==> src/rtl/unan_sync.sv <==
module unan_sync #(
  parameter int STAGES     = 3,
  parameter int SAMPLE_DIV = 1
) (
  input  logic clk,
  input  logic rst,
  input  logic din,
  output logic dout
);
  localparam int CW = (SAMPLE_DIV > 1) ? $clog2(SAMPLE_DIV) : 1;

  logic [STAGES-1:0] chain;
  logic              tick;
  logic              all_hi, all_lo;

  generate
    if (SAMPLE_DIV > 1) begin : g_div
      logic [CW-1:0] phase;
      always_ff @(posedge clk) begin
        if (rst)                                  phase <= '0;
        else if (phase == CW'(SAMPLE_DIV - 1))    phase <= '0;
        else                                      phase <= phase + 1'b1;
      end
      assign tick = (phase == CW'(SAMPLE_DIV - 1));
    end else begin : g_nodiv
      assign tick = 1'b1;
    end
  endgenerate

  always_ff @(posedge clk) begin
    if (rst)       chain <= '0;
    else if (tick) chain <= {chain[STAGES-2:0], din};
  end

  assign all_hi = &chain;
  assign all_lo = ~|chain;

  always_ff @(posedge clk) begin
    if (rst)         dout <= 1'b0;
    else if (all_hi) dout <= 1'b1;
    else if (all_lo) dout <= 1'b0;
  end

  logic started;
  always_ff @(posedge clk) started <= rst ? 1'b1 : started;


  reset_clear_chk: assert property (@(posedge clk) disable iff (!started)
    rst |=> (dout == 1'b0 && chain == '0));

  rise_unanimous_chk: assert property (@(posedge clk) disable iff (rst || !started)
    $rose(dout) |-> $past(&chain));

  fall_unanimous_chk: assert property (@(posedge clk) disable iff (rst || !started)
    $fell(dout) |-> $past(~|chain));

  mixed_hold_chk: assert property (@(posedge clk) disable iff (rst || !started)
    ((|chain) && !(&chain)) |=> $stable(dout));

  chain_idle_chk: assert property (@(posedge clk) disable iff (rst || !started)
    !tick |=> $stable(chain));
endmodule

==> config.mk <==
export PLATFORM = sky130hd
export DESIGN_NAME = unan_sync
export DESIGN_NICKNAME = d
export VERILOG_FILES = /design/src/rtl/unan_sync.sv
export SDC_FILE = /design/constraint.sdc
export NUM_CORES = 1
export LEC_CHECK = 0
export BUFFER_PORTS_ARGS = -buffer_cell sky130_fd_sc_hd__buf_2
export CAP_MARGIN = 20
export CORE_AREA = 2 2 39 41
export DETAILED_ROUTE_END_ITERATION = 12
export DIE_AREA = 0 0 41 43
export PLACE_DENSITY = 0.3
export SETUP_SLACK_MARGIN = 0.5
export SYNTH_ARGS = -nofsm -noshare
export SYNTH_HDL_FRONTEND = slang
export SYNTH_SLANG_ARGS = --single-unit
==> constraint.sdc <==
create_clock -name clk -period 0.9 [get_ports clk]
set_input_delay 0.18 -clock clk [delete_from_list [all_inputs] [get_ports clk]]
set_output_delay 0.18 -clock clk [all_outputs]
set_load 0.01 [all_outputs]
---- After elaboration in Yosys (flattened, before gate mapping) ----
Index checks and enable logic that the tools add are counted.
storage, ports and cells
  output and inout port bits .............. 1
  register bits after elaboration ......... 4
  logic and storage cells ................. 7
operators by class
  muxes and demuxes ....................... 2
  reductions and logical operators ........ 2
  eq/ne operators ......................... 1
operator list
  kind                                  number
  AND reduction 3 bit                   1
  OR reduction 3 bit                    1
  2-to-1 mux 1 bit                      2
  != test 2 bit, second input constant  1

---- Logic depth before layout (Yosys ltp) ----
Gate-level depths: netlist (run 1).
  word-level depth ........................ 3
  gate-level depth with buffers ........... 2

---- Worst setup path before layout (run 1) ----
OpenSTA, ideal clock, no wires.
  kind .................................... reg-to-reg
  from .................................... reg dout (netlist name)
  to ...................................... reg dout
  required time ........................... 0.781 ns
  slack ................................... 0.206 ns
  path buffers ............................ 0
  arrival ................................. 0.575 ns
  setup time .............................. 0.119 ns
  cell stages (with the launch flop) ...... 3
  path through ............................ dfxtp_1 a21o_1 o2bb2ai_1
RTL lines
  element               RTL line  text
  to (signal assigned)  39        if (rst) dout <= 1'b0;
  to (signal assigned)  40        else if (all_hi) dout <= 1'b1;
  to (signal assigned)  41        else if (all_lo) dout <= 1'b0;
  to (decl)             8         output logic dout

==> metrics, run 1 <==
status finished clean; worst reg2reg setup slack 70 ps; Adder-Cell Fraction of Synth Area 0%; final setup fails 0; Die Footprint 1763 um^2; DR vias 97; Post-Synth Simple-Gate Area 17.35%; die width 41 um; FF-to-FF Start dout; mux share of post-synthesis cell area 0%; Congestion Overflow GR 0; number of global-route vias before repair 124; crit path launch type flip-flop; number of synthesis warnings 0; Post-Synthesis Cells 10; Placed Area 163.9 um^2; beginning of the worst hold path din; nets@finish 22; first-pass GRT wire length 400 um; RSZ-0062 raised after global routing true; number of synthesized register bits 4; RR Endpoint dout; H-tree levels 1; CP required 1010 ps; fin crit share 92.73%; Layout area overhead 69.39%; Hold Path Depth 2; Placer Congestion 0.5443; GRT Total Usage 4.217%; Placement Rows 14; Reg2Reg Depth 3; Post-Syn Area per Cell 12.26 um^2; worst min path class in2reg; total CTS buffers 3; design area 207.7 um^2; CP max FO 2; Hold EP chain[0]; Post-DRT Antenna Nets 0; die height 43 um; DRC viols 0; main combinational cell family by area after synthesis compound AO/OA/AOI/OAI gates; Root Driver clkbuf_4; Post-Syn Nets 13; vias per cell 2.939; core area 1384 um^2; post-synthesis compound-gate area fraction 17.35%; Power Dens Cells 2019 nW/um^2; Worst Skew 0.6511 ps; Max-cap violations 0; Least-Margin Pin Slew 230.5 ps; Initial DRC Count 2; buffers added on ports 3; 1st-pass router iterations 2; CP arrival 950 ps; maximum clock rate 1198 MHz; routed len/inst 7.848 um; Final min period 834.6 ps; maximum VDD drop 0.0002880 V; Starting Density 8.861%; initial antenna violation count 0; clk buf depth 2; max-slew violation count 0; Leak 0.09026 nW; setup TNS 0 ps; Clock Sinks 4; register area share after synthesis 65.31%; final hold violations 0; Post-Synth XOR/XNOR Area 0%; Setup crit end kind flip-flop; CTS clk-pin slew, worst paths 40 ps; Ports 4; largest net degree at the start of global routing 5; layout cells sized above 1 64.71%; Total Power 419.3 uW; Slew headroom 84.47%; antenna cell count 0; Crit Path Category reg2reg; Synth Cell Area 122.6 um^2; CTS tree done; Skew-Pair Late Insertion Delay 230 ps; Post-Route WL 259 um; Yosys cell types 6
==> placed cells by master, fill, tap and decap left out <==
| cell | count |
|---|---|
| clkbuf_4 | 3 |
| o2bb2ai_2 | 1 |
| nor2b_4 | 1 |
| dfxtp_1 | 2 |
| nor2b_1 | 2 |
| o21ai_0 | 1 |
| buf_2 | 2 |
| buf_4 | 1 |
| a21o_1 | 1 |
| buf_6 | 1 |
| dfxtp_2 | 2 |
==> metal layers <==
layer  track usage, %  vias up  share of wire (%)
li1                 -       49                  -
met1            2.894       45                 31
met2            5.625        3                 65
met4            8.000        0                  0
met5                0        -                  0
met3            1.571        0                3.9
==> cells by family after synthesis <==
logic type / count (synthesis)
flip-flops: 4
AND/OR/NAND/NOR: 3
AO/OA/AOI/OAI: 3
==> synthesized netlist by cell type <==
cell type  instances  area (um^2)
dfxtp_1            4        80.08
nor2b_1            2        12.51
a21o_1             1        7.510
nor2b_2            1        8.760
o21ai_0            1        5.000
o2bb2ai_1          1        8.760
==> timing repair <==
action / CTS / global route
setup endpoints to repair: 4 / 4
hold buffers: 0 / 0
buffers inserted: 1 / 0
resized for setup: 2 / 1
==> per-stage QoR <==
stage	std cells	hold WS, ps	worst slack [ps]	utilization (%)
3_5_place_dp	29	394.6	191.2	11.84
4_1_cts	33	151.0	56.25	14.56
2_1_floorplan	10	248.1	217.0	-
6_report	33	158.2	65.44	15.01
3_3_place_gp	29	388.1	231.2	11.84
5_1_grt	33	182.9	32.26	15.01
==> area by class of cell <==
cell class                      count  area, um^2
Sequential cell                     4       82.58
Tap cell                           16       20.02
Multi-Input combinational cell      6       53.80
Fill cell                         159        1176
Timing Repair Buffer                4       28.78
Clock buffer                        3       22.52
==> state kept, by name (all words and copies together) (netlist names) <==
| name | flops |
|---|---|
| chain | 3 |
| dout | 1 |
==> report_power, final <==
part | leakage, nW | internal (mW) | switching, mW
logic | 0.0429 | 0.00792 | 0.00619
registers | 0.0335 | 0.184 | 0.00300
clock network | 0.0138 | 0.149 | 0.0690
total | 0.0903 | 0.341 | 0.0782
==> critical path, stage by stage (launching register included) <==
cell	delay [ps]
dfxtp_2	310
buf_4	130
a21o_1	160
o2bb2ai_2	120
==> how the worst max path moves through the flow <==
stage / to / startpoint / cells past startpoint / slack (ps)
final: dout / dout / 3 / 70
after global routing: dout / dout / 3 / 30
after CTS: dout / dout / 1 / 60
after detailed placement: dout / chain[0] / 2 / 190
after global placement: dout / chain[2] / 2 / 230
after floorplan: dout / dout / 2 / 220
Power figures use the tool's default switching activity.
==> run 2: changes to the inputs <==
Settings changed: BUFFER_PORTS_ARGS -buffer_cell sky130_fd_sc_hd__buf_2 to unset, CORE_AREA 2 2 39 41 to 10 10 47 49, DIE_AREA 0 0 41 43 to 0 0 57 59, DONT_BUFFER_PORTS set to 1.
==> metrics, run 2 (synthesized netlist as in run 1, its figures left out) <==
Ports 4 (unchanged); first-pass GRT wire length 462 um (+16%); core area 1401 um^2 (+1.3%); buffers added on ports 0 (-3); H-tree levels 1 (unchanged); fin crit share 85.73% (-7.0 points); max reg flops 3 (unchanged); clk buf depth 2 (unchanged); Power Dens Cells 2354 nW/um^2 (+17%); CTS tree done; Final Core Density 12.50% (-2.5 points); RSZ-0062 raised after global routing true; largest net degree at the start of global routing 5 (unchanged); Least-Margin Pin Slew 131.2 ps (-99.31 ps); Sw Ratio 18.73% (+0.079 points); clock share of power 53.9% (+1.9 points); commonest non-fill, non-tap cell in the layout clkbuf_4; maximum VDD drop 0.0006875 V (+140%); status finished clean; number of global-route vias before repair 110 (-11%); Largest regs chain (3), dout (1); Starting Density 8.750% (-0.11 points); CTS clk-pin slew, worst paths 40 ps (about the same); CTS Hold Bufs 0 (unchanged); worst min path class in2reg; Max-cap violations 0 (unchanged); DRC viols 0 (unchanged); Leak 0.06808 nW (-25%); DR vias 81 (-16%); Slew headroom 91.16% (+6.7 points); internal power 335.2 uW (-1.7%); Worst Skew 2.144 ps (+1.493 ps); routed len/inst 7.931 um (+1.1%); Skew-Pair Late Insertion Delay 230 ps (about the same); post-DP HPWL 164.5 um; Sequential Power Share 44.6% (about the same); maximum clock rate 1296 MHz (+8.2%); met1 usage 1.537% (-1.4 points); final setup fails 0 (unchanged); final hold violations 0 (unchanged); Clock Sinks 4 (unchanged); total CTS buffers 3 (unchanged); Post-CTS Setup Inserts 0 (-1); Initial DRC Count 3 (+1); 1st-pass router iterations 2 (unchanged); CP arrival 590 ps (-360 ps); dpl cells 26 (-10%); layout cells sized above 1 46.15% (-19 points); antenna cell count 0 (unchanged); Reg with most FFs chain; Post-Route WL 230 um (-11%); Placer Congestion 0.5302 (-2.6%); CP required 720 ps (-290 ps); vias per cell 2.793 (-5.0%); Layout area overhead 42.86%; met3 global-route usage 4.077% (+2.5 points); CP max FO 3 (+1); Root Driver clkbuf_4; grt met2 use 2.016% (-3.6 points); Final min period 771.5 ps (-63.03 ps); P_sw 77.24 uW (-1.2%); grt peak-use layer met3; Congestion Overflow GR 0 (unchanged); number of fill cells in the layout 167 (+5.0%); Comb power frac 1.5% (-1.9 points); crit path launch type flip-flop; GRT Total Usage 2.071% (-2.1 points); setup TNS 0 ps (unchanged); die height 59 um (+37%); Die Footprint 3363 um^2 (+91%); final std cells w/o fill 29 (-12%); Setup crit end kind output pin; most frequent cells in the layout clkbuf_4, nor2b_1, dfxtp_1; die width 57 um (+39%); Placement Rows 14 (unchanged); Crit Path Category reg2out; max-slew violation count 0 (unchanged); Post-DRT Antenna Nets 0 (unchanged); initial antenna violation count 0 (unchanged); nets@finish 18 (-18%)
==> run 2: changes by cell type in the layout (fill, tap and decap cells not counted), sizes merged <==
cell and delta:
buf -4
==> run 2: through the flow <==
step / power, mW / setup slack, ps / hold WS (ps) / cell area (um^2)
finish: 0.4124 / 128.5 / 8.065 / 175.2
global route: 0.4520 / 94.90 / -12.75 / 175.2
CTS: 0.4210 / 117.1 / 2.526 / 175.2
detailed placement: 0.1952 / 180.9 / 250.5 / 148.9
global placement: 0.1951 / 191.6 / 250.7 / 148.9
floorplan: 0.1940 / 217.0 / 248.1 / 128.9
==> run 2: repair_timing <==
action / 4_1_cts / 5_1_grt
pin swaps: 0 / 0
endpoints found under the hold margin: 0 / 3
endpoints found under the setup margin: 4 / 4
resized for setup: 2 / 0
==> run 2: power by group through the flow <==
| stage | clock network [mW] | registers (mW) | logic (mW) |
|---|---|---|---|
| after detailed placement | 0 | 0.189 | 0.00607 |
| after global routing | 0.261 | 0.185 | 0.00679 |
| after CTS | 0.231 | 0.184 | 0.00613 |
| after floorplan | 0 | 0.188 | 0.00576 |
| final | 0.222 | 0.184 | 0.00605 |
| after global placement | 0 | 0.189 | 0.00606 |
==> run 2: worst paths after layout <==
check / start / to / slack [ps] / cells past startpoint
setup / recovery: dout / dout / 130 / 0
hold / removal: rst / chain[0] / 8 / 1
setup reg to reg: dout / dout / 170 / 2
hold reg to reg: chain[1] / chain[2] / 440 / 1
==> run 2: area by class of cell <==
class / count / area (um^2) / area share (%)
flip-flops and latches: 4 / 85.08 / 48.57
multi-input cells: 6 / 47.55 / 27.14
clock buffers: 3 / 22.52 / 12.86
well taps: 16 / 20.02 / 11.43
==> run 2: per-layer routing <==
metal	share of wire [%]	vias to the layer above
li1	-	41
met3	25	0
met1	45	36
met5	0	-
met4	0	0
met2	30	4
==> run 3: changes to the inputs <==
Settings changed: CORE_AREA 10 10 47 49 to 2 2 39 41, DIE_AREA 0 0 57 59 to 0 0 41 43.
Clock period 0.9 ns to 0.8 ns, I/O delays scaled along.
==> metrics, run 3 (synthesized netlist as in run 1, its figures left out) <==
status finished with violations; failing checks negative hold slack; Least-Margin Pin Slew 131.5 ps (+0.2570 ps); Power Dens Cells 2610 nW/um^2 (+11%); antenna cell count 0 (unchanged); max reg flops 3 (unchanged); worst reg2reg setup slack 80 ps (-90 ps); Max-cap violations 0 (unchanged); Reg2Reg Depth 2 (unchanged); beginning of the worst hold path rst; routed len/inst 6.862 um (-13%); CTS clk-pin slew, worst paths 40 ps (about the same); Slew headroom 91.14% (about the same); Largest regs chain (3), dout (1); Post-Route WL 199 um (-13%); DRC viols 0 (unchanged); Root Driver clkbuf_4; setup TNS 0 ps (unchanged); H-tree levels 1 (unchanged); met1 usage 1.923% (+0.39 points); Post-DRT Antenna Nets 0 (unchanged); final setup fails 0 (unchanged); Worst Skew 1.759 ps (-0.3855 ps); die height 43 um (-27%); Crit Path Category reg2out; 1st-pass router iterations 1 (-1); worst min path class in2reg; Reg with most FFs chain; core area 1384 um^2 (-1.2%); Setup crit end kind output pin; most frequent cells in the layout clkbuf_4, nor2b_1, dfxtp_1; Fin Hold WS -10.85 ps (-18.91 ps); maximum clock rate 1342 MHz; commonest non-fill, non-tap cell in the layout clkbuf_4; RSZ-0062 raised after global routing true; max-slew violation count 0 (unchanged); total CTS buffers 3 (unchanged); CP arrival 590 ps (about the same); Final min period 745.0 ps; layout cells sized above 1 46.15% (unchanged); Ports 4 (unchanged); GRT Total Usage 3.511% (+1.4 points); Post-CTS Setup Inserts 0 (unchanged); Clock Sinks 4 (unchanged); Layout area overhead 42.86% (unchanged); buffers added on ports 0 (unchanged); CP required 640 ps (-80 ps); largest net degree at the start of global routing 5 (unchanged); final std cells w/o fill 29 (unchanged); Placement Rows 14 (unchanged); final hold violations 3 (+3); Placer Congestion 0.4706 (-11%); number of fill cells in the layout 157 (-6.0%); grt met2 use 3.438% (+1.4 points); Die Footprint 1763 um^2 (-48%); Hold EP chain[0]; dpl cells 26 (unchanged); Initial DRC Count 0 (-3); CTS tree done; maximum VDD drop 0.0003244 V (-53%); Leak 0.06808 nW (unchanged); fin crit share 93.13%; met3 global-route usage 0% (-4.1 points); first-pass GRT wire length 282 um (-39%); DR vias 88 (+8.6%); crit path launch type flip-flop; grt peak-use layer met4; FF-to-FF Start dout; nets@finish 18 (unchanged); Congestion Overflow GR 0 (unchanged); Hold Path Depth 1 (unchanged); initial antenna violation count 0 (unchanged); RR Endpoint dout; die width 41 um (-28%); vias per cell 3.034 (+8.6%); clk buf depth 2 (unchanged); Skew-Pair Late Insertion Delay 230 ps (about the same); Starting Density 8.861% (+0.11 points); CP max FO 3 (unchanged); number of global-route vias before repair 93 (-15%)
## run 3: cell counts in the layout (fill, tap and decap cells not counted)
Identical to the previous run, type by type.
## run 3: repair_timing
action	4_1_cts	5_1_grt
gates resized for setup	2	0
endpoints found under the setup margin	4	4
hold endpoints to repair	3	3
## run 3: power by group
part | switching, mW | total [mW] | internal (mW)
sequential | 0.00294 | 0.207 | 0.204
combinational | 0.00148 | 0.00684 | 0.00537
clock | 0.0760 | 0.243 | 0.167
## run 3: per-stage QoR
step / hold WS [ps] / worst slack (ps) / cell area (um^2) / utilization [%] / power [mW]
after floorplan: 228.1 / 117.0 / 128.9 / - / 0.2183
after global placement: 231.7 / 99.33 / 148.9 / 10.76 / 0.2191
after detailed placement: 231.0 / 87.38 / 148.9 / 10.76 / 0.2199
after CTS: -16.43 / 44.63 / 175.2 / 12.66 / 0.4682
after global routing: -20.33 / 32.52 / 175.2 / 12.66 / 0.4809
final: -10.85 / 54.99 / 175.2 / 12.66 / 0.4572
## run 3: worst max path at each step
stage | from | end | slack, ps | cells past startpoint
floorplan | dout | dout | 120 | 2
global placement | dout | dout | 100 | 2
detailed placement | dout | dout | 90 | 2
CTS | dout | dout | 40 | 0
global route | dout | dout | 30 | 0
finish | dout | dout | 50 | 0
## run 3: area by class of cell
| cell class | count | area (um^2) | share of cell area [%] |
|---|---|---|---|
| Multi-Input combinational cell | 6 | 47.55 | 27.14 |
| Tap cell | 16 | 20.02 | 11.43 |
| Sequential cell | 4 | 85.08 | 48.57 |
| Clock buffer | 3 | 22.52 | 12.86 |
## run 3: routing by layer
layer  wire [um]  up-vias  share of wire, %
met2         101        5                51
met3          12        4               6.0
met4          29        0                15
li1            -       41                 -
met5           0        -                 0
met1          55       38                28
